`src/rtl/sram_ahb_pkg.sv`:
```
// Shared encodings for the AHB memory target.
// Assumes an 8-bit byte lane and the standard two-bit transfer type encoding.
package sram_ahb_pkg;

    localparam int BYTE_W = 8;

    // Bus transfer type as driven by the manager.
    typedef enum logic [1:0] {
        TR_IDLE   = 2'b00,
        TR_BUSY   = 2'b01,
        TR_NONSEQ = 2'b10,
        TR_SEQ    = 2'b11
    } trans_e;

    // Data-phase state of the target.
    typedef enum logic [1:0] {
        PH_FREE      = 2'b00,
        PH_DATA      = 2'b01,
        PH_ERR_FIRST = 2'b10,
        PH_ERR_LAST  = 2'b11
    } phase_e;

endpackage

```
`src/rtl/sram_ahb_capture.sv`:
```
// Address-phase capture for the memory target.
// Decides at each edge whether an active transfer is being accepted and
// whether it is legal (inside the array, size no wider than the bus).
// Legal transfers have direction, size and word/lane address registered.
// Assumes ADDR_W is wide enough to express DEPTH*BYTES.
module sram_ahb_capture
    import sram_ahb_pkg::*;
#(
    parameter int ADDR_W = 10,
    parameter int DEPTH  = 16,
    parameter int BYTES  = 4
) (
    input  logic                     hclk,
    input  logic                     hresetn,
    input  logic                     hsel,
    input  logic                     hready,
    input  logic [1:0]               htrans,
    input  logic                     hwrite,
    input  logic [2:0]               hsize,
    input  logic [ADDR_W-1:0]        haddr,
    output logic                     take_ok,
    output logic                     take_err,
    output logic                     q_write,
    output logic [2:0]               q_size,
    output logic [$clog2(DEPTH)-1:0] q_index,
    output logic [$clog2(BYTES)-1:0] q_lo
);
    localparam int IDX_W  = $clog2(DEPTH);
    localparam int LANE_W = $clog2(BYTES);
    localparam int SPAN   = DEPTH * BYTES;
    localparam logic [ADDR_W:0] LIMIT    = (ADDR_W+1)'(SPAN);
    localparam logic [2:0]      MAX_SIZE = 3'(LANE_W);

    logic active;
    logic bad;

    // Classify the address phase seen at this edge.
    always_comb begin
        active   = hsel && hready &&
                   ((htrans == TR_NONSEQ) || (htrans == TR_SEQ));
        bad      = ({1'b0, haddr} >= LIMIT) || (hsize > MAX_SIZE);
        take_ok  = active && !bad;
        take_err = active && bad;
    end

    // Hold control of the accepted legal transfer for its data phase.
    always_ff @(posedge hclk) begin
        if (!hresetn) begin
            q_write <= 1'b0;
            q_size  <= '0;
            q_index <= '0;
            q_lo    <= '0;
        end else if (take_ok) begin
            q_write <= hwrite;
            q_size  <= hsize;
            q_index <= haddr[LANE_W +: IDX_W];
            q_lo    <= haddr[LANE_W-1:0];
        end
    end

endmodule

```
`src/rtl/sram_ahb_phase_ctrl.sv`:
```
// Data-phase sequencer for the memory target.
// Counts WAIT_CYCLES wait states for legal transfers and runs the two-cycle
// error response for illegal ones. A new transfer is taken only in a cycle
// where this target reports ready. Ready is high in reset.
module sram_ahb_phase_ctrl
    import sram_ahb_pkg::*;
#(
    parameter int WAIT_CYCLES = 2
) (
    input  logic hclk,
    input  logic hresetn,
    input  logic take_ok,
    input  logic take_err,
    output logic ready_o,
    output logic resp_o,
    output logic finish_o
);
    localparam int CNT_W = (WAIT_CYCLES > 0) ? $clog2(WAIT_CYCLES + 1) : 1;
    localparam logic [CNT_W-1:0] CNT_LOAD = CNT_W'(WAIT_CYCLES);

    phase_e           state;
    logic [CNT_W-1:0] cnt;

    // Derive the bus-facing response from the current phase.
    always_comb begin
        finish_o = (state == PH_DATA) && (cnt == '0);
        ready_o  = (state == PH_FREE) || finish_o || (state == PH_ERR_LAST);
        resp_o   = (state == PH_ERR_FIRST) || (state == PH_ERR_LAST);
    end

    // Advance the phase and the wait counter.
    always_ff @(posedge hclk) begin
        if (!hresetn) begin
            state <= PH_FREE;
            cnt   <= '0;
        end else if (ready_o) begin
            if (take_err) begin
                state <= PH_ERR_FIRST;
                cnt   <= '0;
            end else if (take_ok) begin
                state <= PH_DATA;
                cnt   <= CNT_LOAD;
            end else begin
                state <= PH_FREE;
                cnt   <= '0;
            end
        end else if (state == PH_ERR_FIRST) begin
            state <= PH_ERR_LAST;
        end else begin
            cnt <= cnt - 1'b1;
        end
    end

endmodule

```
`src/rtl/sram_ahb_lanes.sv`:
```
// Byte-lane enable generator.
// Lane i is enabled when it lies in the naturally aligned block of
// 2**size bytes that contains the low address bits. Assumes size has already
// been checked to be no wider than the bus.
module sram_ahb_lanes #(
    parameter int BYTES = 4
) (
    input  logic [2:0]               size,
    input  logic [$clog2(BYTES)-1:0] lo,
    output logic [BYTES-1:0]         mask
);
    localparam int LANE_W = $clog2(BYTES);

    for (genvar i = 0; i < BYTES; i++) begin : g_lane
        // Compare the lane's block number with the address block number.
        always_comb begin
            mask[i] = ((LANE_W'(i) >> size) == (lo >> size));
        end
    end

endmodule

```
`src/rtl/sram_ahb_store.sv`:
```
// Flip-flop memory split into one bank per byte lane.
// Write enables are per lane. Read is asynchronous on the word index. All
// words clear to zero in reset.
module sram_ahb_store
    import sram_ahb_pkg::*;
#(
    parameter int DEPTH  = 16,
    parameter int DATA_W = 32
) (
    input  logic                     hclk,
    input  logic                     hresetn,
    input  logic                     we,
    input  logic [DATA_W/BYTE_W-1:0] mask,
    input  logic [$clog2(DEPTH)-1:0] index,
    input  logic [DATA_W-1:0]        wdata,
    output logic [DATA_W-1:0]        rdata
);
    localparam int BYTES = DATA_W / BYTE_W;

    for (genvar l = 0; l < BYTES; l++) begin : g_bank
        logic [BYTE_W-1:0] bank [DEPTH];

        // Clear or update this lane's byte of the addressed word.
        always_ff @(posedge hclk) begin
            if (!hresetn) begin
                for (int w = 0; w < DEPTH; w++) begin
                    bank[w] <= '0;
                end
            end else if (we && mask[l]) begin
                bank[index] <= wdata[l*BYTE_W +: BYTE_W];
            end
        end

        // Present this lane's byte of the addressed word.
        always_comb begin
            rdata[l*BYTE_W +: BYTE_W] = bank[index];
        end
    end

endmodule

```
`src/rtl/sram_ahb_target.sv`:
```
// AHB-style memory target: DEPTH words of DATA_W bits with byte-lane
// writes, WAIT_CYCLES wait states on each legal transfer, and a two-cycle
// ERROR for addresses past the array or sizes wider than the bus.
// Assumes hready is the bus-wide ready, equal to hreadyout whenever this
// target owns the data phase.
module sram_ahb_target
    import sram_ahb_pkg::*;
#(
    parameter int ADDR_W      = 10,
    parameter int DATA_W      = 32,
    parameter int DEPTH       = 16,
    parameter int WAIT_CYCLES = 2
) (
    input  logic              hclk,
    input  logic              hresetn,
    input  logic              hsel,
    input  logic [ADDR_W-1:0] haddr,
    input  logic [1:0]        htrans,
    input  logic              hwrite,
    input  logic [2:0]        hsize,
    input  logic [DATA_W-1:0] hwdata,
    input  logic              hready,
    output logic              hreadyout,
    output logic              hresp,
    output logic [DATA_W-1:0] hrdata
);
    localparam int BYTES  = DATA_W / BYTE_W;
    localparam int IDX_W  = $clog2(DEPTH);
    localparam int LANE_W = $clog2(BYTES);

    logic              take_ok;
    logic              take_err;
    logic              q_write;
    logic [2:0]        q_size;
    logic [IDX_W-1:0]  q_index;
    logic [LANE_W-1:0] q_lo;
    logic              finish;
    logic [BYTES-1:0]  lane_mask;
    logic [DATA_W-1:0] word_rd;

    sram_ahb_capture #(
        .ADDR_W (ADDR_W),
        .DEPTH  (DEPTH),
        .BYTES  (BYTES)
    ) u_capture (
        .hclk     (hclk),
        .hresetn  (hresetn),
        .hsel     (hsel),
        .hready   (hready),
        .htrans   (htrans),
        .hwrite   (hwrite),
        .hsize    (hsize),
        .haddr    (haddr),
        .take_ok  (take_ok),
        .take_err (take_err),
        .q_write  (q_write),
        .q_size   (q_size),
        .q_index  (q_index),
        .q_lo     (q_lo)
    );

    sram_ahb_phase_ctrl #(
        .WAIT_CYCLES (WAIT_CYCLES)
    ) u_phase (
        .hclk     (hclk),
        .hresetn  (hresetn),
        .take_ok  (take_ok),
        .take_err (take_err),
        .ready_o  (hreadyout),
        .resp_o   (hresp),
        .finish_o (finish)
    );

    sram_ahb_lanes #(
        .BYTES (BYTES)
    ) u_lanes (
        .size (q_size),
        .lo   (q_lo),
        .mask (lane_mask)
    );

    sram_ahb_store #(
        .DEPTH  (DEPTH),
        .DATA_W (DATA_W)
    ) u_store (
        .hclk    (hclk),
        .hresetn (hresetn),
        .we      (finish && q_write),
        .mask    (lane_mask),
        .index   (q_index),
        .wdata   (hwdata),
        .rdata   (word_rd)
    );

    // Drive read data only in the completing cycle of a read.
    always_comb begin
        hrdata = (finish && !q_write) ? word_rd : '0;
    end

endmodule

```
`config.mk`:
```
export PLATFORM = sky130hd
export DESIGN_NAME = sram_ahb_target
export DESIGN_NICKNAME = d
export VERILOG_FILES = /design/src/rtl/sram_ahb_pkg.sv /design/src/rtl/sram_ahb_capture.sv /design/src/rtl/sram_ahb_phase_ctrl.sv /design/src/rtl/sram_ahb_lanes.sv /design/src/rtl/sram_ahb_store.sv /design/src/rtl/sram_ahb_target.sv
export SDC_FILE = /design/constraint.sdc
export NUM_CORES = 1
export LEC_CHECK = 0
export BUFFER_PORTS_ARGS = -buffer_cell sky130_fd_sc_hd__buf_2
export CAP_MARGIN = 20
export CORE_AREA = 3 3 261 263
export CTS_BUF_LIST = sky130_fd_sc_hd__clkbuf_4
export CTS_CLUSTER_SIZE = 25
export DETAILED_ROUTE_END_ITERATION = 16
export DIE_AREA = 0 0 264 266
export PLACE_DENSITY = 0.62
export SETUP_SLACK_MARGIN = 0.02
export SLEW_MARGIN = 10
export SYNTH_ARGS = -nofsm -noshare
export SYNTH_HDL_FRONTEND = slang
export SYNTH_SLANG_ARGS = --single-unit
```
`constraint.sdc`:
```
create_clock -name hclk -period 2.55 [get_ports hclk]
set_input_delay 0.3825 -clock hclk [delete_from_list [all_inputs] [get_ports hclk]]
set_output_delay 0.3825 -clock hclk [all_outputs]
set_load 0.05 [all_outputs]
```
# Word-level counts from Yosys, hierarchy flattened

Memories as Yosys holds them, arrays and structs flattened. A register that Yosys moved wholly into a read port is not among the register bits.
Cells that the tools add are included.
W data, S select, Z words.

Bits in registers: 14
RAM bits: 512
Input bits: 52
Output and inout port bits: 34
Word-level logic and storage cells: 95
Memories: 4

Memory list:

| name                   | depth | width | read ports | clocked after Yosys merged registers in | wr ports | RTL line             | RTL |
|---|---|---|---|---|---|---|---|
| u_store.g_bank[0].bank | 16    | 8     | 1          | 1                                       | 16       | sram_ahb_store.sv:21 | `logic [BYTE_W-1:0] bank [DEPTH];` |
| u_store.g_bank[1].bank | 16    | 8     | 1          | 1                                       | 16       | sram_ahb_store.sv:21 |  |
| u_store.g_bank[2].bank | 16    | 8     | 1          | 1                                       | 16       | sram_ahb_store.sv:21 |  |
| u_store.g_bank[3].bank | 16    | 8     | 1          | 1                                       | 16       | sram_ahb_store.sv:21 |  |

Add/subtract/negate cells: 1
Order comparisons: 2
Equal/unequal tests: 10
Shift operators: 5
Multiplexer cells: 42
Reductions and logical operators: 25

Operator list:

| operator              | count |
|---|---|
| $mux W4               | 12 |
| $mux W32              | 1 |
| $mux W8               | 4 |
| $reduce_or A8 Y1      | 4 |
| $mux W1               | 18 |
| $mux W2               | 7 |
| $logic_and A1 B1 Y1   | 11 |
| $ge A10 B7 Y1 const B | 1 |
| $eq A2 B2 Y1          | 4 |
| $eq A2 B2 Y1 const B  | 4 |
| $shr A1 B3 Y2 const A | 2 |
| $shr A2 B3 Y2 const A | 2 |
| $logic_or A1 B1 Y1    | 5 |
| $logic_not A2 Y1      | 2 |
| $gt A3 B2 Y1 const B  | 1 |
| $shr A2 B3 Y2         | 1 |
| $eq A2 B1 Y1 const B  | 1 |
| $logic_not A1 Y1      | 2 |
| $ne A2 B2 Y1 const B  | 1 |
| $reduce_bool A2 Y1    | 1 |
| $sub A2 B1 Y2 const B | 1 |

# Logic depth before layout (Yosys ltp)

Depth in word-level cells: 9
Mapped depth: 9
Mapped depth without buffers: 5

# Cells and area by module

From an unflattened synthesis, not the netlist that was laid out.

Cell total of the unflattened synthesis: 1,639
Area, all modules: 23,201.0 um^2

Modules (own cells, without submodules):

| module              | times used | cells each | area an instance (um^2) | seq. area each (um^2) |
|---|---|---|---|---|
| sram_ahb_store      | 1          | 1,522      | 22,162.5                | 15,374.7 |
| sram_ahb_capture    | 1          | 47         | 431.7                   | 200.2 |
| sram_ahb_target     | 1          | 39         | 357.8                   | 0.0 |
| sram_ahb_phase_ctrl | 1          | 23         | 206.4                   | 80.1 |
| sram_ahb_lanes      | 1          | 8          | 42.5                    | 0.0 |

# Worst setup path after synthesis

Ideal clock, no wire load.

Kind: reg2reg
From: register u_phase.cnt[0]
To: memory u_store.g_bank[1].bank[2][0] (enable)
Setup time: 0.387 ns
Data arrival time: 2.016 ns
Slack: 0.148 ns
Stages on the path, launching flop included: 9
Clock period less this slack: 2.402 ns
Path through: dfxtp_1 > inv_1 > ha_1 > and4_1 > buf_4 > nand4b_1 > buf_4 > buf_4 > o31ai_1

RTL lines:

| item                   | RTL line                  | RTL |
|---|---|---|
| from (decl)            | sram_ahb_phase_ctrl.sv:22 | `logic [CNT_W-1:0] cnt;` |
| from (signal assigned) | sram_ahb_phase_ctrl.sv:50 | `cnt <= cnt - 1'b1;` |
| to (decl)              | sram_ahb_store.sv:21      |  |

# Worst setup path after layout

From: register u_phase.cnt[0]
To: output hrdata[8]

Longest elaborated chain between the ends: 4

Ends and longest elaborated chain:

| item                | RTL line                  | RTL |
|---|---|---|
| $logic_not A2 Y1    | sram_ahb_phase_ctrl.sv:26 | `finish_o = (state == PH_DATA) && (cnt == '0);` |
| $logic_and A1 B1 Y1 | sram_ahb_phase_ctrl.sv:26 |  |
| $logic_and A1 B1 Y1 | sram_ahb_target.sv:97     | `hrdata = (finish && !q_write) ? word_rd : '0;` |
| $mux W32            | sram_ahb_target.sv:97     |  |
| to (decl)           | sram_ahb_target.sv:25     | `output logic [DATA_W-1:0] hrdata` |

Every way passes these cells.

==> results.toml <==
[critical_path]
crit_top_cell = "buf_12"
crit_type = "reg2out"
cp-end-kind = "output port"
worst-endpoint-arrival_ps = 2890
startpoint = "u_phase.cnt[0]"
critPathMaxFanout = 17
critPathMaxStageDelay_ps = 530
critPathBufInv = 3
critPathTopFamily = "simple AND/OR/NAND/NOR gates"
crit_slowest_cell = "or4bb_1"
startpoint_type = "flip-flop"
worst_ep_required_time_ps = 2170
path_cells = "inv_2 > ha_4 > and4bb_4 > buf_12 > or4bb_1 > nand4_1 > buf_12"
r2r-start = "u_phase.cnt[0]"

[power_and_ir_drop]
intPower_w = 0.0143
pwr-share-clk_pct = 41.5
seqPwrFrac_pct = 53.6
p_sw_w = 0.00411
leakage_nw = 9.83
p_per_area_nw_per_um2 = 593
p_sw_share_pct = 22.3
vdd_drop_max_mv = 0.267
comb_power_share_pct = 5.0

[floorplan]
start_util_pct = 39.8
die_h_um = 266
die-area_um2 = 70200
io_pins = 86
rows = 94
die_w_um = 264
coreArea_um2 = 65900

[grt]
grt_max_degree = 105
track_usage_pct = 20.0
grt_pass1_vias = 18144
antenna_found_initial = 2
grt_overflow = 0
grt_pass1_wl_mm = 109

[synth]
ys_seq_area_share_pct = 60.0
yosysWarnings = 0
syn_nets = 1855
synthArstFlopShare_pct = 0
synth_ff_type = "edfxtp_1"
syn_inst = 1802
syn-mean-instance-area_um2 = 14.6
syn_area_um2 = 26200
synthDistinctLibCells = 52
synth-edff-count = 512
ys_ff_latch = 530

[sta]
final_hold_viol_count = 0
maxSlewViolCount = 0
max_freq_mhz = 305
fin_setup_tns_ps = -20330
rsz0062_at_grt = "yes"
worst_slack_ps = -724
min_period_ps = 3270
finalSetupViolCount = 32
tightest_slew_ps = 898
fin_crit_sh_pct = 128
fin_skew_ps = 45.6
slew_headroom_pct = 40.1

[drt]
drt_iter0_markers = 1956
routed_wl_mm = 71.1
viasPerCell = 6.17
routedWlPerCell_um = 24.2
ant_nets = 0
drtPass1Iterations = 5
drc = 0
vias = 18156

[place]
dp_hpwl_mm = 42.0
dpl_cell_area_um2 = 28200
gp_congestion = 0.799
io_buffers = 84
dpl.cell_count = 2633
pre_cts_ws_ps = 137

[run_status]
status = "finished with violations"
violations = "negative setup slack"

[final_layout]
fillers = 5685
synthToLayoutAreaGrowth_pct = 18.7
final_util_pct = 47.2
nNetsFinal = 2037
stdcell_count = 2943
final_area_um2 = 31100
drive_gt1_share_pct = 34.1

[clock_network]
clkTransAtPathRegs_ps = 70
numClockSinks = 530
ctsHtreeMaxLevel = 4
insertion_delay_ps = 980
cts_max_path_buffers = 3
cts_buffers = 143
cts_tree = "built"
root_buffer = "clkbuf_4"

[job]
cap_viol_max_count = 0

[hold_path]
hp-start = "hwdata[5]"
hp-class = "in2reg"
[per-layer routing]
layer | routed length [um] | GRT usage (%) | part of all wire (%)
met5 | 0 | 0 | 0
met4 | 1680 | 6.64 | 2.4
met3 | 4850 | 3.91 | 6.8
met2 | 36000 | 33.3 | 51
met1 | 28600 | 26.4 | 40
[placed cells by master (no fill, tap or decap), types with 7 or more instances in the layout]
cell type      synthesis  routed
a21oi_1               10      10
buf_12                 0      41
buf_2                 83      51
buf_4                 22     150
buf_6                 21      33
clkbuf_16              0       7
clkbuf_4               0     206
clkinv_1               0      18
dfxtp_1               18      12
dlygate4sd3_1          0      37
edfxtp_1             512     512
inv_1                 28      26
mux4_2               128     128
nand4_1               73      73
nand4b_1              72      72
nand4bb_1             17      17
nor3_1                64      64
nor4_1               308     308
nor4_2                12      12
nor4b_1               99      99
nor4b_2               30      30
o21ai_0               34      33
o31ai_1               41      41
or4bb_1               15      14
[area by class of cell]
| type | count | area, um^2 | share of cell area (%) |
|---|---|---|---|
| Clock buffer | 206 | 1550 | 4.97 |
| Clock inverter | 32 | 263 | 0.844 |
| Tap cell | 864 | 1080 | 3.47 |
| Sequential cell | 530 | 15800 | 50.6 |
| Multi-Input combinational cell | 952 | 9020 | 29.0 |
| Antenna cell | 2 | 5.00 | 0.0161 |
| Timing Repair Buffer | 329 | 3340 | 10.7 |
| Inverter | 28 | 105 | 0.338 |
[cells by family after synthesis]
group	Yosys count	synth area share, %
simple gates	721	20.5
flops	530	60.0
buf+inv	320	5.89
mux	131	11.1
compound gates	99	2.43
fa+ha+maj	1	0.0477
[metrics by stage]
step                hold WS, ps  power (W)
finish                      105     0.0184
CTS                        2.39     0.0186
global route                110     0.0192
floorplan                   451     0.0105
global placement            485     0.0109
detailed placement          497     0.0109
[state kept, by name (all words and copies together), names as in the netlist, named ones only]
register             flops
u_store.g_bank.bank    512
u_capture.q_index        4
u_capture.q_size         3
u_capture.q_lo           2
u_phase.cnt              2
u_phase.state            2
u_capture.q_write        1
[worst reg2reg max path, cell delays in order (launching register included)]
cell	delay (ps)
dfxtp_2	320
inv_2	80
ha_4	140
buf_6	100
buf_4	110
and4_2	310
nand4b_1	190
buf_12	230
o31ai_1	440
buf_4	220
[cell usage after synthesis (3+ instances only)]
| cell | instances | share of area (%) |
|---|---|---|
| a21oi_1 | 10 | 0.19 |
| buf_2 | 83 | 1.6 |
| buf_4 | 22 | 0.63 |
| buf_6 | 21 | 0.90 |
| clkbuf_1 | 165 | 2.4 |
| dfxtp_1 | 18 | 1.4 |
| edfxtp_1 | 512 | 59 |
| inv_1 | 28 | 0.40 |
| mux4_2 | 128 | 11 |
| nand2b_1 | 3 | 0.072 |
| nand4_1 | 73 | 1.7 |
| nand4b_1 | 72 | 2.4 |
| nand4bb_1 | 17 | 0.73 |
| nor2_1 | 4 | 0.057 |
| nor2b_1 | 5 | 0.12 |
| nor3_1 | 64 | 1.2 |
| nor4_1 | 308 | 7.3 |
| nor4_2 | 12 | 0.57 |
| nor4b_1 | 99 | 3.3 |
| nor4b_2 | 30 | 1.7 |
| o21ai_0 | 34 | 0.65 |
| o21bai_1 | 4 | 0.11 |
| o31ai_1 | 41 | 1.2 |
| or4bb_1 | 15 | 0.64 |
[power by group through the flow]
stage,clock network [W],registers (W),logic (W)
after floorplan,0,0.0100,0.000479
after global placement,0,0.0100,0.000839
after detailed placement,0,0.0101,0.000851
after CTS,0.00783,0.00988,0.000912
after global routing,0.00834,0.00990,0.000971
final,0.00765,0.00988,0.000915
[what timing repair did]
item | in CTS | in global routing
buffers inserted | 14 | 12
gates resized for setup | 60 | 31
pin swaps | 10 | 25
hold buffers | 37 | 0
gates cloned | 4 | 7
hold endpoints to repair | 145 | 0
endpoints found under the setup margin | 33 | 159
[final timing paths]
kind,to,slack (ps),cells past startpoint
max reg2reg,u_store.g_bank[1].bank[5][1],130,9
max,hrdata[8],-720,7
min,u_store.g_bank[0].bank[14][5],100,3
min reg2reg,u_capture.q_size[1],510,2
No activity file was read; power rests on OpenSTA's default activity.
